==> config.mk <==
export PLATFORM = sky130hd
export DESIGN_NAME = disp_src_sel
export DESIGN_NICKNAME = d
export VERILOG_FILES = /design/src/rtl/disp_src_sel_pkg.sv /design/src/rtl/disp_src_sel_step.sv /design/src/rtl/disp_src_sel_mux.sv /design/src/rtl/disp_src_sel.sv
export SDC_FILE = /design/constraint.sdc
export NUM_CORES = 1
export LEC_CHECK = 0
export BUFFER_PORTS_ARGS = -buffer_cell sky130_fd_sc_hd__clkbuf_2
export CORE_AREA = 5 5 42 44
export CTS_BUF_LIST = sky130_fd_sc_hd__clkbuf_8
export CTS_CLUSTER_DIAMETER = 120
export CTS_CLUSTER_SIZE = 8
export DETAILED_ROUTE_END_ITERATION = 8
export DIE_AREA = 0 0 47 49
export PLACE_DENSITY = 0.77
export REMOVE_ABC_BUFFERS = 1
export SLEW_MARGIN = 0
export SYNTH_ARGS = -nofsm -noshare
export SYNTH_HDL_FRONTEND = slang
export SYNTH_SLANG_ARGS = --single-unit
==> constraint.sdc <==
create_clock -name clk_i -period 1.5 [get_ports clk_i]
set_input_delay 0.075 -clock clk_i [delete_from_list [all_inputs] [get_ports clk_i]]
set_output_delay 0.075 -clock clk_i [all_outputs]
set_load 0.01 [all_outputs]
==> src/rtl/disp_src_sel_pkg.sv <==
package disp_src_sel_pkg;
    localparam int unsigned DATA_W = 8;
    localparam int unsigned N_SRC  = 4;
    localparam int unsigned SEL_W  = $clog2(N_SRC);

    typedef struct packed {
        logic [SEL_W-1:0] sel;
        logic             btn;
    } sel_state_t;
endpackage

==> src/rtl/disp_src_sel_step.sv <==
module disp_src_sel_step
    import disp_src_sel_pkg::*;
(
    input  logic             clk_i,
    input  logic             rst_ni,
    input  logic             btn_i,
    output logic [SEL_W-1:0] sel_o
);
    sel_state_t st_d, st_q;

    always_comb begin
        st_d     = st_q;
        st_d.btn = btn_i;
        if (btn_i && !st_q.btn) begin
            if (st_q.sel == SEL_W'(N_SRC - 1)) begin
                st_d.sel = '0;
            end else begin
                st_d.sel = st_q.sel + SEL_W'(1);
            end
        end
    end

    always_ff @(posedge clk_i) begin
        if (!rst_ni) begin
            st_q <= '{sel: '0, btn: 1'b1};
        end else begin
            st_q <= st_d;
        end
    end

    assign sel_o = st_q.sel;
endmodule

==> src/rtl/disp_src_sel_mux.sv <==
module disp_src_sel_mux
    import disp_src_sel_pkg::*;
(
    input  logic [SEL_W-1:0]              sel_i,
    input  logic [N_SRC-1:0][DATA_W-1:0]  src_i,
    output logic [DATA_W-1:0]             out_o
);
    for (genvar b = 0; b < DATA_W; b++) begin : g_bit
        logic [N_SRC-1:0] col;
        for (genvar s = 0; s < N_SRC; s++) begin : g_src
            assign col[s] = src_i[s][b];
        end
        assign out_o[b] = col[sel_i];
    end
endmodule

==> src/rtl/disp_src_sel.sv <==
module disp_src_sel
    import disp_src_sel_pkg::*;
(
    input  logic              clk_i,
    input  logic              rst_ni,
    input  logic              btn_i,
    input  logic [DATA_W-1:0] temp_i,
    input  logic [DATA_W-1:0] avg_econ_i,
    input  logic [DATA_W-1:0] inst_econ_i,
    input  logic [DATA_W-1:0] range_i,
    output logic [DATA_W-1:0] disp_o,
    output logic [SEL_W-1:0]  sel_o
);
    logic [N_SRC-1:0][DATA_W-1:0] srcs;
    logic [SEL_W-1:0]             sel;

    assign srcs[0] = temp_i;
    assign srcs[1] = avg_econ_i;
    assign srcs[2] = inst_econ_i;
    assign srcs[3] = range_i;

    disp_src_sel_step u_step (
        .clk_i  (clk_i),
        .rst_ni (rst_ni),
        .btn_i  (btn_i),
        .sel_o  (sel)
    );

    disp_src_sel_mux u_mux (
        .sel_i (sel),
        .src_i (srcs),
        .out_o (disp_o)
    );

    assign sel_o = sel;
endmodule

==> After elaboration in Yosys (flattened, before gate mapping) <==
Cells that the tools add are included.
{ "word_totals": {"memories": 0, "elab_cells": 24, "out_inout_bits": 10, "reg_bits": 3, "inputBits": 35, "latchBits": 0, "rom_bits": 0, "mem_bits_rw": 0} }
{ "classes": {"addsub": 1, "mul": 0, "order_cmp": 1, "div_mod_pow": 0, "eq_ne": 1, "bitwise_logic": 0, "n_reduce_logical": 2, "muxes": 17, "shift": 0} }
{ "op_table": {"columns": ["op", "n"], "rows": [
  ["binary-select mux 1 bit (select 2 bit)", 8],
  ["two-way mux 1 bit", 8],
  ["< comparator 2 x 3 -> 1 bit (second input constant)", 1],
  ["adder 2 x 1 -> 2 bit (second input constant)", 1],
  ["== test 2 bit (second input constant)", 1],
  ["two-way mux 2 bit", 1],
  ["logical AND 1 bit", 1],
  ["zero test 1 bit", 1]
]} }

==> Depth between registers and ports, before layout <==
Gate-level depths: netlist of the first run.
{ "depth": {"depth_word": 2, "mapped_depth": 4, "ltp_nobuf": 4} }

==> Modules after synthesis <==
Synthesis of the first run repeated with hierarchy kept, for this count alone.
{ "unflattened": {"cells_unflattened": 23, "hier_area_um2": 340.3} }
{ "by_module_without_submodules": {"columns": ["module", "cells_per_inst", "seq_area_each_um2", "area_each_um2", "n_inst"], "rows": [
  ["disp_src_sel_mux", 10, 0.0, 196.4, 1],
  ["disp_src_sel_step", 13, 60.1, 143.9, 1]
]} }

==> Least setup slack after synthesis of the first run <==
OpenSTA, ideal clock, no wires.
{ "synth_path": {"path_type": "register to output", "start": "reg u_step.st_q (netlist bit u_step.sel_o[0])", "end": "out disp_o[0]", "required_time_ps": 1425, "n_path_buf": 1, "arrival_ps": 1046, "stages_incl_launch_ff": 3, "setup_slack_ps": 379, "path_cell_list": "dfxtp_1 > buf_6 > mux4_2"} }
{ "synth_between": {"elab_chain_len": 2} }
{ "synth_rtl": {"columns": ["element", "line", "rtl"], "rows": [
  ["start, declared", "disp_src_sel_step.sv:9", "sel_state_t st_d, st_q;"],
  ["start signal, assigned", "disp_src_sel_step.sv:25", "st_q <= '{sel: '0, btn: 1'b1};"],
  ["start signal, assigned", "disp_src_sel_step.sv:27", "st_q <= st_d;"],
  ["binary-select mux 1 bit (select 2 bit)", "disp_src_sel_mux.sv:13", "assign out_o[b] = col[sel_i];"],
  ["two-way mux 1 bit (not written as such)", "disp_src_sel_mux.sv:13", null],
  ["end, declared", "disp_src_sel.sv:11", "output logic [DATA_W-1:0] disp_o,"]
]} }
No other way between the ends. The select of a mux whose other input is x is not followed.

==> Worst setup path after layout of the first run <==
{ "layout_path": {"start": "reg u_step.st_q (netlist bit u_step.sel_o[0])", "end": "out disp_o[3]"} }
The elaborated chain is that of the path after synthesis.

==> flow_metrics.py, run 1 <==
metrics = {
    "final_layout": {
        "final_nets": 107,
        "utilization": 0.4384,
        "nFillCells": 148,
        "seq_area_um2": 61.31,
        "multi_input_area_um2": 241.5,
        "synthToLayoutAreaGrowth_pct": 84.59,
        "antenna_cells": 0,
        "drive_gt1_frac": 0.8429,
    },
    "die": {
        "die_y_um": 49,
        "die_w_um": 47,
        "die-area_um2": 2303,
        "start_util": 0.2375,
        "rows": 14,
        "coreArea_um2": 1401,
        "io_pins": 45,
    },
    "run": {
        "maxCapViolations": 0,
    },
    "timing": {
        "whs_ps": 48.45,
        "drv_slew": 0,
        "final_hold_viol_count": 0,
        "finalCritPeriodShare": 0.9551,
        "tns_ps": 0,
        "finalSetupViolations": 0,
        "fmax_ghz": 0.6980,
        "slew_headroom": 0.8323,
        "rsz0062_at_grt": "no",
        "tightest_slew_ps": 251.1,
        "min_period_ps": 1433,
        "fin_skew_ps": 0.7630,
    },
    "place": {
        "portBuffers": 44,
        "place_congestion": 0.7000,
        "post-dp-hpwl_um": 1010,
    },
    "setup_path": {
        "worst_path_largest_cell_delay_ps": 490,
        "cp_max_fo": 5,
        "start_kind": "flop",
        "criticalPathCategory": "flop to primary output",
        "arrival_ps": 1360,
        "endpoint_kind": "primary output",
        "cp_cell_sequence": "buf_4, mux4_2, clkbuf_2",
        "crit_path_top_delay_cell": "mux4_2",
        "critPathTopFamily": "multiplexers",
        "cp.required_ps": 1420,
        "crit_buf_inv": 2,
    },
    "clock_tree": {
        "clk_path_buf_depth": 2,
        "tritoncts": "done",
        "clock_latency_ps": 210,
        "cts_hold_buffers": 0,
        "post-cts-setup-buffers": 0,
        "numCtsBuffers": 3,
        "clk_pin_slew_ps": 30,
        "cts_root_buffer": "clkbuf_8",
        "cts_resized": 0,
        "cts_sinks": 3,
        "h-tree-depth": 1,
    },
    "power": {
        "peakVddDrop_mv": 0.4600,
        "leakage_nw": 0.3167,
        "powerDensity_nw_per_um2": 709.8,
    },
    "synth": {
        "synthTopCellsByArea": "mux4_2 (54%), dfxtp_1 (18%), mux2i_1 (6.0%)",
        "yosys_warnings": 0,
        "syn_avg_cell_area_um2": 14.47,
        "postSynthCellCount": 23,
        "synth_top_area_frac": 0.5414,
        "async_flop_share": 0,
        "ys_seq_area_frac": 0.1805,
        "netlist_top_cells_count": "mux4_2 (8), dfxtp_1 (3), nor2b_1 (3), buf_4 (2), mux2i_1 (2)",
        "synth_area_um2": 332.8,
        "synth_edf_count": 0,
        "synthMostInstantiatedCell": "mux4_2",
        "synth_cell_types": 10,
        "ys_ff_latch": 3,
        "synth_top_flop_cell": "dfxtp_1",
        "synth.largest_area_cell": "mux4_2",
    },
    "drt": {
        "drt_iter0_drc": 0,
        "dr.pass1.iters": 1,
        "m1WireLength_um": 315,
        "antenna_left": 0,
        "wl_met2_um": 562,
        "avgViaCountPerCell": 4.605,
        "wl_um": 1070,
        "wl_per_cell_um": 12.44,
        "vias": 396,
        "drt_drc_violations_left": 0,
        "top_layer_used": "met3",
        "wl_met3_um": 192,
    },
    "grt": {
        "overflow": 0,
        "grt_max_degree": 7,
        "grt_pass1_wl_um": 1518,
        "track_usage": 0.09207,
        "antenna_found_initial": 0,
        "first_global_vias": 415,
    },
    "worst_hold_path": {
        "hold_class": "input port to flop",
    },
    "outcome": {
        "status": "finished, final reports clean",
    },
}
[worst register-to-register path: stages (launching register included)]
cell and delay, ps:
dfxtp_1 420, ha_1 270, mux2i_1 130, nor2b_1 60
[cell families after synthesis]
kind of cell               after synthesis  synth area share
adders and majority gates                1           0.03759
muxes                                   10            0.6015
DFF                                      3            0.1805
buffers and inverters                    4           0.09395
and+or+nand+nor                          5           0.08647
[routing by layer]
metal / track usage / vias to the layer above
met3: 0.02952 / 0
met2: 0.1697 / 29
met5: 0 / -
li1: - / 186
met4: 0.05530 / 0
met1: 0.07830 / 181
[report_power, final]
part           total [mW]  switching, mW  internal, mW  leakage (nW)
sequential         0.0869        0.00293        0.0840        0.0250
combinational       0.124         0.0431        0.0806         0.265
clock               0.225         0.0514         0.174        0.0269
[stage by stage]
step                instances  worst slack [ps]  instance area [µm²]  power, mW
floorplan                  19             131.8                301.5     0.1426
global placement           82             254.4                564.3     0.2086
detailed placement         82             226.2                564.3     0.2133
CTS                        86            -3.653                609.3     0.4468
global route               86             6.623                614.3     0.4623
finish                     86             67.40                614.3     0.4361
[flip-flops by register name (all words and copies together) (netlist names)]
name and flops:
u_step.sel_o 2, u_step.st_q 1
[placed cells by master, fill, tap and decap left out]
cell	instances
buf_4	2
buf_6	1
clkbuf_2	44
clkbuf_8	3
dfxtp_1	2
dfxtp_2	1
ha_1	1
inv_1	1
mux2i_1	2
mux4_2	8
nand2b_1	1
nor2_1	1
nor2b_1	3
[worst paths after layout]
| check | depth (start not counted) | endpoint | from | slack (ps) |
|---|---|---|---|---|
| max | 3 | disp_o[3] | u_step.sel_o[0] | 70 |
| min | 2 | u_step.st_q[0] | rst_ni | 50 |
| max reg2reg | 3 | u_step.sel_o[1] | u_step.sel_o[1] | 510 |
| min reg2reg | 2 | u_step.sel_o[0] | u_step.sel_o[0] | 570 |
[area by class of cell]
cell class	instances	share of cell area
multi-input combinational	16	0.3931
clock buffer	3	0.06721
timing repair buffer	47	0.4012
tap	16	0.03259
clock inverter	1	0.006110
sequential	3	0.09980
Power figures use the tool's default switching activity.
==> inputs of run 2 (changes only) <==
--- a/config.mk
+++ b/config.mk
@@ -12,7 +12,8 @@
 export CTS_CLUSTER_SIZE = 8
 export DETAILED_ROUTE_END_ITERATION = 8
 export DIE_AREA = 0 0 47 49
-export PLACE_DENSITY = 0.77
+export MAX_ROUTING_LAYER = met4
+export PLACE_DENSITY = 0.67
 export REMOVE_ABC_BUFFERS = 1
 export SLEW_MARGIN = 0
 export SYNTH_ARGS = -nofsm -noshare
==> run 2 against run 1 <==
Effect of this change: first-iteration DRC count grew 6; hold slack lost 5.2 ps; maximum frequency grew 0.29%; critical endpoint unchanged; largest cell class unchanged.
==> flow_metrics.py, run 2 (synthesis gave the netlist of run 1 again) <==
metrics = {
    "place": {
        "portBuffers": 44,
        "dp_cells": 80,
        "place_congestion": 0.7730,
    },
    "drt": {
        "dr.pass1.iters": 3,
        "avgViaCountPerCell": 4.800,
        "wl_per_cell_um": 16.78,
        "wl_um": 1426,
        "drt_iter0_drc": 6,
        "vias": 408,
        "antenna_left": 0,
        "drt_drc_violations_left": 0,
    },
    "clock_tree": {
        "h-tree-depth": 1,
        "clock_latency_ps": 220,
        "numCtsBuffers": 3,
        "tritoncts": "done",
        "clk_pin_slew_ps": 30,
        "cts_sinks": 3,
        "clk_path_buf_depth": 2,
        "cts_root_buffer": "clkbuf_8",
    },
    "die": {
        "rows": 14,
        "die_y_um": 49,
        "die-area_um2": 2303,
        "coreArea_um2": 1401,
        "die_w_um": 47,
        "start_util": 0.2375,
        "io_pins": 45,
    },
    "power": {
        "comb_power_share": 0.294,
        "p_sw_frac": 0.2399,
        "powerDensity_nw_per_um2": 733.1,
        "p_int_mw": 0.3395,
        "p_switching_mw": 0.1072,
        "peakVddDrop_mv": 0.5306,
        "leakage_nw": 0.3119,
        "clockPowerShare": 0.513,
        "seqPwrFrac": 0.193,
    },
    "grt": {
        "track_usage": 0.1342,
        "overflow": 0,
        "antenna_found_initial": 0,
        "first_global_vias": 460,
        "grt_pass1_wl_um": 2083,
        "grt_max_degree": 13,
    },
    "timing": {
        "final_hold_viol_count": 0,
        "slew_headroom": 0.7197,
        "tightest_slew_ps": 419.9,
        "finalSetupViolations": 0,
        "rsz0062_at_grt": "no",
        "fmax_ghz": 0.7001,
        "finalCritPeriodShare": 0.9523,
        "min_period_ps": 1428,
        "fin_skew_ps": 0.3646,
        "drv_slew": 0,
        "tns_ps": 0,
    },
    "final_layout": {
        "antenna_cells": 0,
        "largest_register_ffs": 2,
        "synthToLayoutAreaGrowth_pct": 83.08,
        "final_common_cell": "clkbuf_2",
        "final_nets": 106,
        "drive_gt1_frac": 0.8261,
        "nFillCells": 144,
        "layout.cells.non_filler": 85,
        "layout_common_cells": "clkbuf_2 (44), mux4_2 (8), nor2b_1 (3), clkbuf_8 (3), dfxtp_1 (3)",
    },
    "setup_path": {
        "r2r_end": "u_step.sel_o[1]",
        "cp.required_ps": 1420,
        "criticalPathCategory": "flop to primary output",
        "endpoint_kind": "primary output",
        "arrival_ps": 1350,
        "cp_max_fo": 11,
        "start_kind": "flop",
        "crit_end": "disp_o[3]",
        "worst-r2r-cell-count": 3,
        "cp-startpoint": "u_step.sel_o[0]",
        "crit-reg2reg-launch": "u_step.sel_o[1]",
        "r2r_slack_ps": 320,
    },
    "run": {
        "maxCapViolations": 0,
    },
    "worst_hold_path": {
        "hold_class": "input port to flop",
    },
    "outcome": {
        "status": "finished, final reports clean",
    },
}
[run 2: cell types whose count changed in the layout (fill, tap and decap cells not counted), sizes merged]
cell,previous run,this run
buf,3,2
[run 2: how the worst min path moves through the flow]
| stage | endpoint | cells after the start | slack (ps) | start |
|---|---|---|---|---|
| final | u_step.st_q[0] | 2 | 40 | rst_ni |
| after global routing | u_step.st_q[0] | 2 | 50 | rst_ni |
| after CTS | u_step.st_q[0] | 2 | 40 | rst_ni |
| after detailed placement | u_step.st_q[0] | 2 | 270 | rst_ni |
| after global placement | u_step.st_q[0] | 2 | 260 | rst_ni |
| after floorplan | u_step.st_q[0] | 1 | 150 | rst_ni |
[run 2: layout make-up]
cell class              instances  area, µm²  area share
repair buffers                 46      242.7      0.3984
multi-input cells              16      241.5      0.3963
flip-flops and latches          3      60.06     0.09856
clock buffers                   3      41.29     0.06776
well taps                      16      20.02     0.03285
clock inverters                 1      3.754    0.006160
[run 2: what timing repair did]
| action | 4_1_cts | 5_1_grt |
|---|---|---|
| endpoints found under the setup margin | 0 | 8 |
| hold buffers | 0 | 0 |
| hold endpoints to repair | 0 | 0 |
| setup buffers | 0 | 1 |
| resized for setup | 0 | 2 |
[run 2: power groups by stage]
| stage | logic (mW) | clock network (mW) | registers [mW] |
|---|---|---|---|
| after floorplan | 0.0495 | 0 | 0.0930 |
| after global placement | 0.128 | 0 | 0.0865 |
| after detailed placement | 0.129 | 0 | 0.0865 |
| after CTS | 0.129 | 0.235 | 0.0854 |
| after global routing | 0.141 | 0.247 | 0.0863 |
| final | 0.131 | 0.229 | 0.0860 |
[run 2: worst max-delay path, cell delays in order (launching register included)]
cell and delay (ps):
dfxtp_1 330, buf_8 160, mux4_2 510, clkbuf_2 140
[run 2: metrics by stage]
| step | cell area [µm²] | hold WS (ps) | total power [mW] | util | worst slack (ps) |
|---|---|---|---|---|---|
| floorplan | 301.5 | 148.0 | 0.1426 | - | 131.8 |
| global placement | 549.3 | 256.4 | 0.2145 | 0.3920 | 258.2 |
| detailed placement | 549.3 | 265.0 | 0.2154 | 0.3920 | 247.4 |
| CTS | 594.3 | 40.84 | 0.4501 | 0.4241 | 16.12 |
| global route | 609.3 | 49.21 | 0.4741 | 0.4348 | 11.04 |
| finish | 609.3 | 43.24 | 0.4467 | 0.4348 | 71.56 |
[run 2: layer usage]
layer  vias up  global-route usage  share of wire
met2        47              0.1471           0.31
met1       175              0.2063           0.47
li1        184                   -              -
met3         2             0.04797           0.20
met5         -                   -              0
met4         0             0.06912          0.011
==> inputs of run 3 (changes only) <==
--- a/config.mk
+++ b/config.mk
@@ -12,7 +12,7 @@
 export CTS_CLUSTER_SIZE = 8
 export DETAILED_ROUTE_END_ITERATION = 8
 export DIE_AREA = 0 0 47 49
-export MAX_ROUTING_LAYER = met4
+export GPL_TIMING_DRIVEN = 0
 export PLACE_DENSITY = 0.67
 export REMOVE_ABC_BUFFERS = 1
 export SLEW_MARGIN = 0
==> run 3 against run 2 <==
Effect of this change: critical path depth down 1; register-to-register slack worse by 30 ps; largest power group unchanged; clock-buffer cell count unchanged; flip-flop and latch count unchanged; worst setup slack better by 17 ps; non-clock buffer count down 2; clock skew up 2.8 ps; maximum frequency up 1.2%.
==> flow_metrics.py, run 3 (synthesis gave the netlist of run 1 again) <==
metrics = {
    "timing": {
        "fin_skew_ps": 3.159,
        "finalCritPeriodShare": 0.9409,
        "fmax_ghz": 0.7085,
        "finalSetupViolations": 0,
        "final_hold_viol_count": 0,
        "tightest_slew_ps": 445.2,
        "drv_slew": 0,
        "min_period_ps": 1411,
        "layout_setup_ws_ps": 88.61,
        "rsz0062_at_grt": "no",
        "slew_headroom": 0.7028,
    },
    "drt": {
        "avgViaCountPerCell": 4.699,
        "drt_iter0_drc": 0,
        "vias": 390,
        "drt_drc_violations_left": 0,
        "dr.pass1.iters": 1,
        "antenna_left": 0,
        "wl_um": 1389,
        "wl_per_cell_um": 16.73,
    },
    "setup_path": {
        "criticalPathCategory": "flop to primary output",
        "cp_cell_sequence": "mux4_2, clkbuf_2",
        "cp-startpoint": "u_step.sel_o[0]",
        "endpoint_kind": "primary output",
        "start_kind": "flop",
        "cp_max_fo": 12,
        "cp.required_ps": 1420,
        "worst_path_largest_cell_delay_ps": 530,
        "arrival_ps": 1340,
        "crit_end": "disp_o[5]",
        "r2r_slack_ps": 290,
        "worst-r2r-cell-count": 3,
        "crit_path_top_delay_cell": "mux4_2",
        "crit-reg2reg-launch": "u_step.sel_o[1]",
        "r2r_end": "u_step.sel_o[1]",
    },
    "clock_tree": {
        "numCtsBuffers": 3,
        "clk_pin_slew_ps": 30,
        "clock_latency_ps": 220,
        "cts_sinks": 3,
        "h-tree-depth": 1,
        "cts_root_buffer": "clkbuf_8",
        "tritoncts": "done",
        "clk_path_buf_depth": 2,
    },
    "place": {
        "portBuffers": 44,
        "place_congestion": 0.7300,
        "dp_slack_ps": -50.08,
        "dp_cells": 79,
    },
    "run": {
        "maxCapViolations": 0,
    },
    "final_layout": {
        "final_nets": 104,
        "drive_gt1_frac": 0.8358,
        "antenna_cells": 0,
        "synthToLayoutAreaGrowth_pct": 77.44,
        "layout_common_cells": "clkbuf_2 (44), mux4_2 (8), nor2b_1 (3), clkbuf_8 (3)",
        "final_common_cell": "clkbuf_2",
        "layout.cells.non_filler": 83,
        "largest_register_ffs": 2,
    },
    "power": {
        "clockPowerShare": 0.525,
        "peakVddDrop_mv": 0.5596,
        "p_sw_frac": 0.2352,
        "powerDensity_nw_per_um2": 738.0,
        "p_int_mw": 0.3333,
        "leakage_nw": 0.3000,
        "seqPwrFrac": 0.211,
        "comb_power_share": 0.264,
        "p_switching_mw": 0.1025,
    },
    "grt": {
        "track_usage": 0.1278,
        "grt_max_degree": 13,
        "antenna_found_initial": 0,
        "overflow": 0,
        "grt_pass1_wl_um": 2028,
        "first_global_vias": 408,
    },
    "die": {
        "rows": 14,
        "die-area_um2": 2303,
        "io_pins": 45,
        "start_util": 0.2375,
        "die_y_um": 49,
        "coreArea_um2": 1401,
        "die_w_um": 47,
    },
    "worst_hold_path": {
        "hold_class": "input port to flop",
    },
    "outcome": {
        "status": "finished, final reports clean",
    },
}
## run 3: cell types whose count changed in the layout (fill, tap and decap cells not counted), sizes merged
cell / delta
buf: -2
## run 3: timing repair
item / 4_1_cts / 5_1_grt
resized for setup: 2 / 0
setup endpoints to repair: 8 / 0
hold buffers: 0 / 0
setup buffers: 0 / 0
## run 3: worst min path at each step
stage                           to  slack (ps)  startpoint  depth (start not counted)
detailed placement  u_step.st_q[0]         260      rst_ni                          2
global placement    u_step.st_q[0]         260      rst_ni                          2
floorplan           u_step.st_q[0]         150      rst_ni                          1
finish              u_step.st_q[0]          40      rst_ni                          2
CTS                 u_step.st_q[0]          40      rst_ni                          2
global route        u_step.st_q[0]          40      rst_ni                          2
## run 3: power groups by stage
stage	Sequential, mW	Clock (mW)	Combinational, mW
after global placement	0.0936	0	0.115
after floorplan	0.0930	0	0.0495
after CTS	0.0925	0.237	0.117
after global routing	0.0938	0.252	0.124
final	0.0918	0.229	0.115
after detailed placement	0.0942	0	0.117
## run 3: through the flow
stage / power, mW / cell area (µm²) / hold slack [ps] / TNS [ps] / util
6_report: 0.4358 / 590.6 / 39.60 / 0 / 0.4214
5_1_grt: 0.4695 / 590.6 / 44.03 / 0 / 0.4214
4_1_cts: 0.4469 / 590.6 / 35.82 / 0 / 0.4214
3_5_place_dp: 0.2111 / 541.8 / 258.4 / -281.4 / 0.3866
3_3_place_gp: 0.2085 / 541.8 / 255.6 / -30.97 / 0.3866
2_1_floorplan: 0.1426 / 301.5 / 148.0 / 0 / -
## run 3: cell type report
type,instances,area [µm²]
clock inverter,1,3.754
clock buffer,3,41.29
tap,16,20.02
multi-input combinational,16,241.5
sequential,3,63.81
fill,158,810.8
timing repair buffer,44,220.2
## run 3: worst max-delay path: cells and delay by family (launching register included)
| family | cells | cell delay [ps] |
|---|---|---|
| buffers and inverters | 1 | 150 |
| flip-flops | 1 | 450 |
| multiplexers | 1 | 530 |
## run 3: metal layers
metal	routed length, µm	global-route usage	up-vias
met5	0	0	-
met4	25	0.05530	0
met3	485	0.1587	3
met2	425	0.1403	48
met1	453	0.1422	159
li1	-	-	180
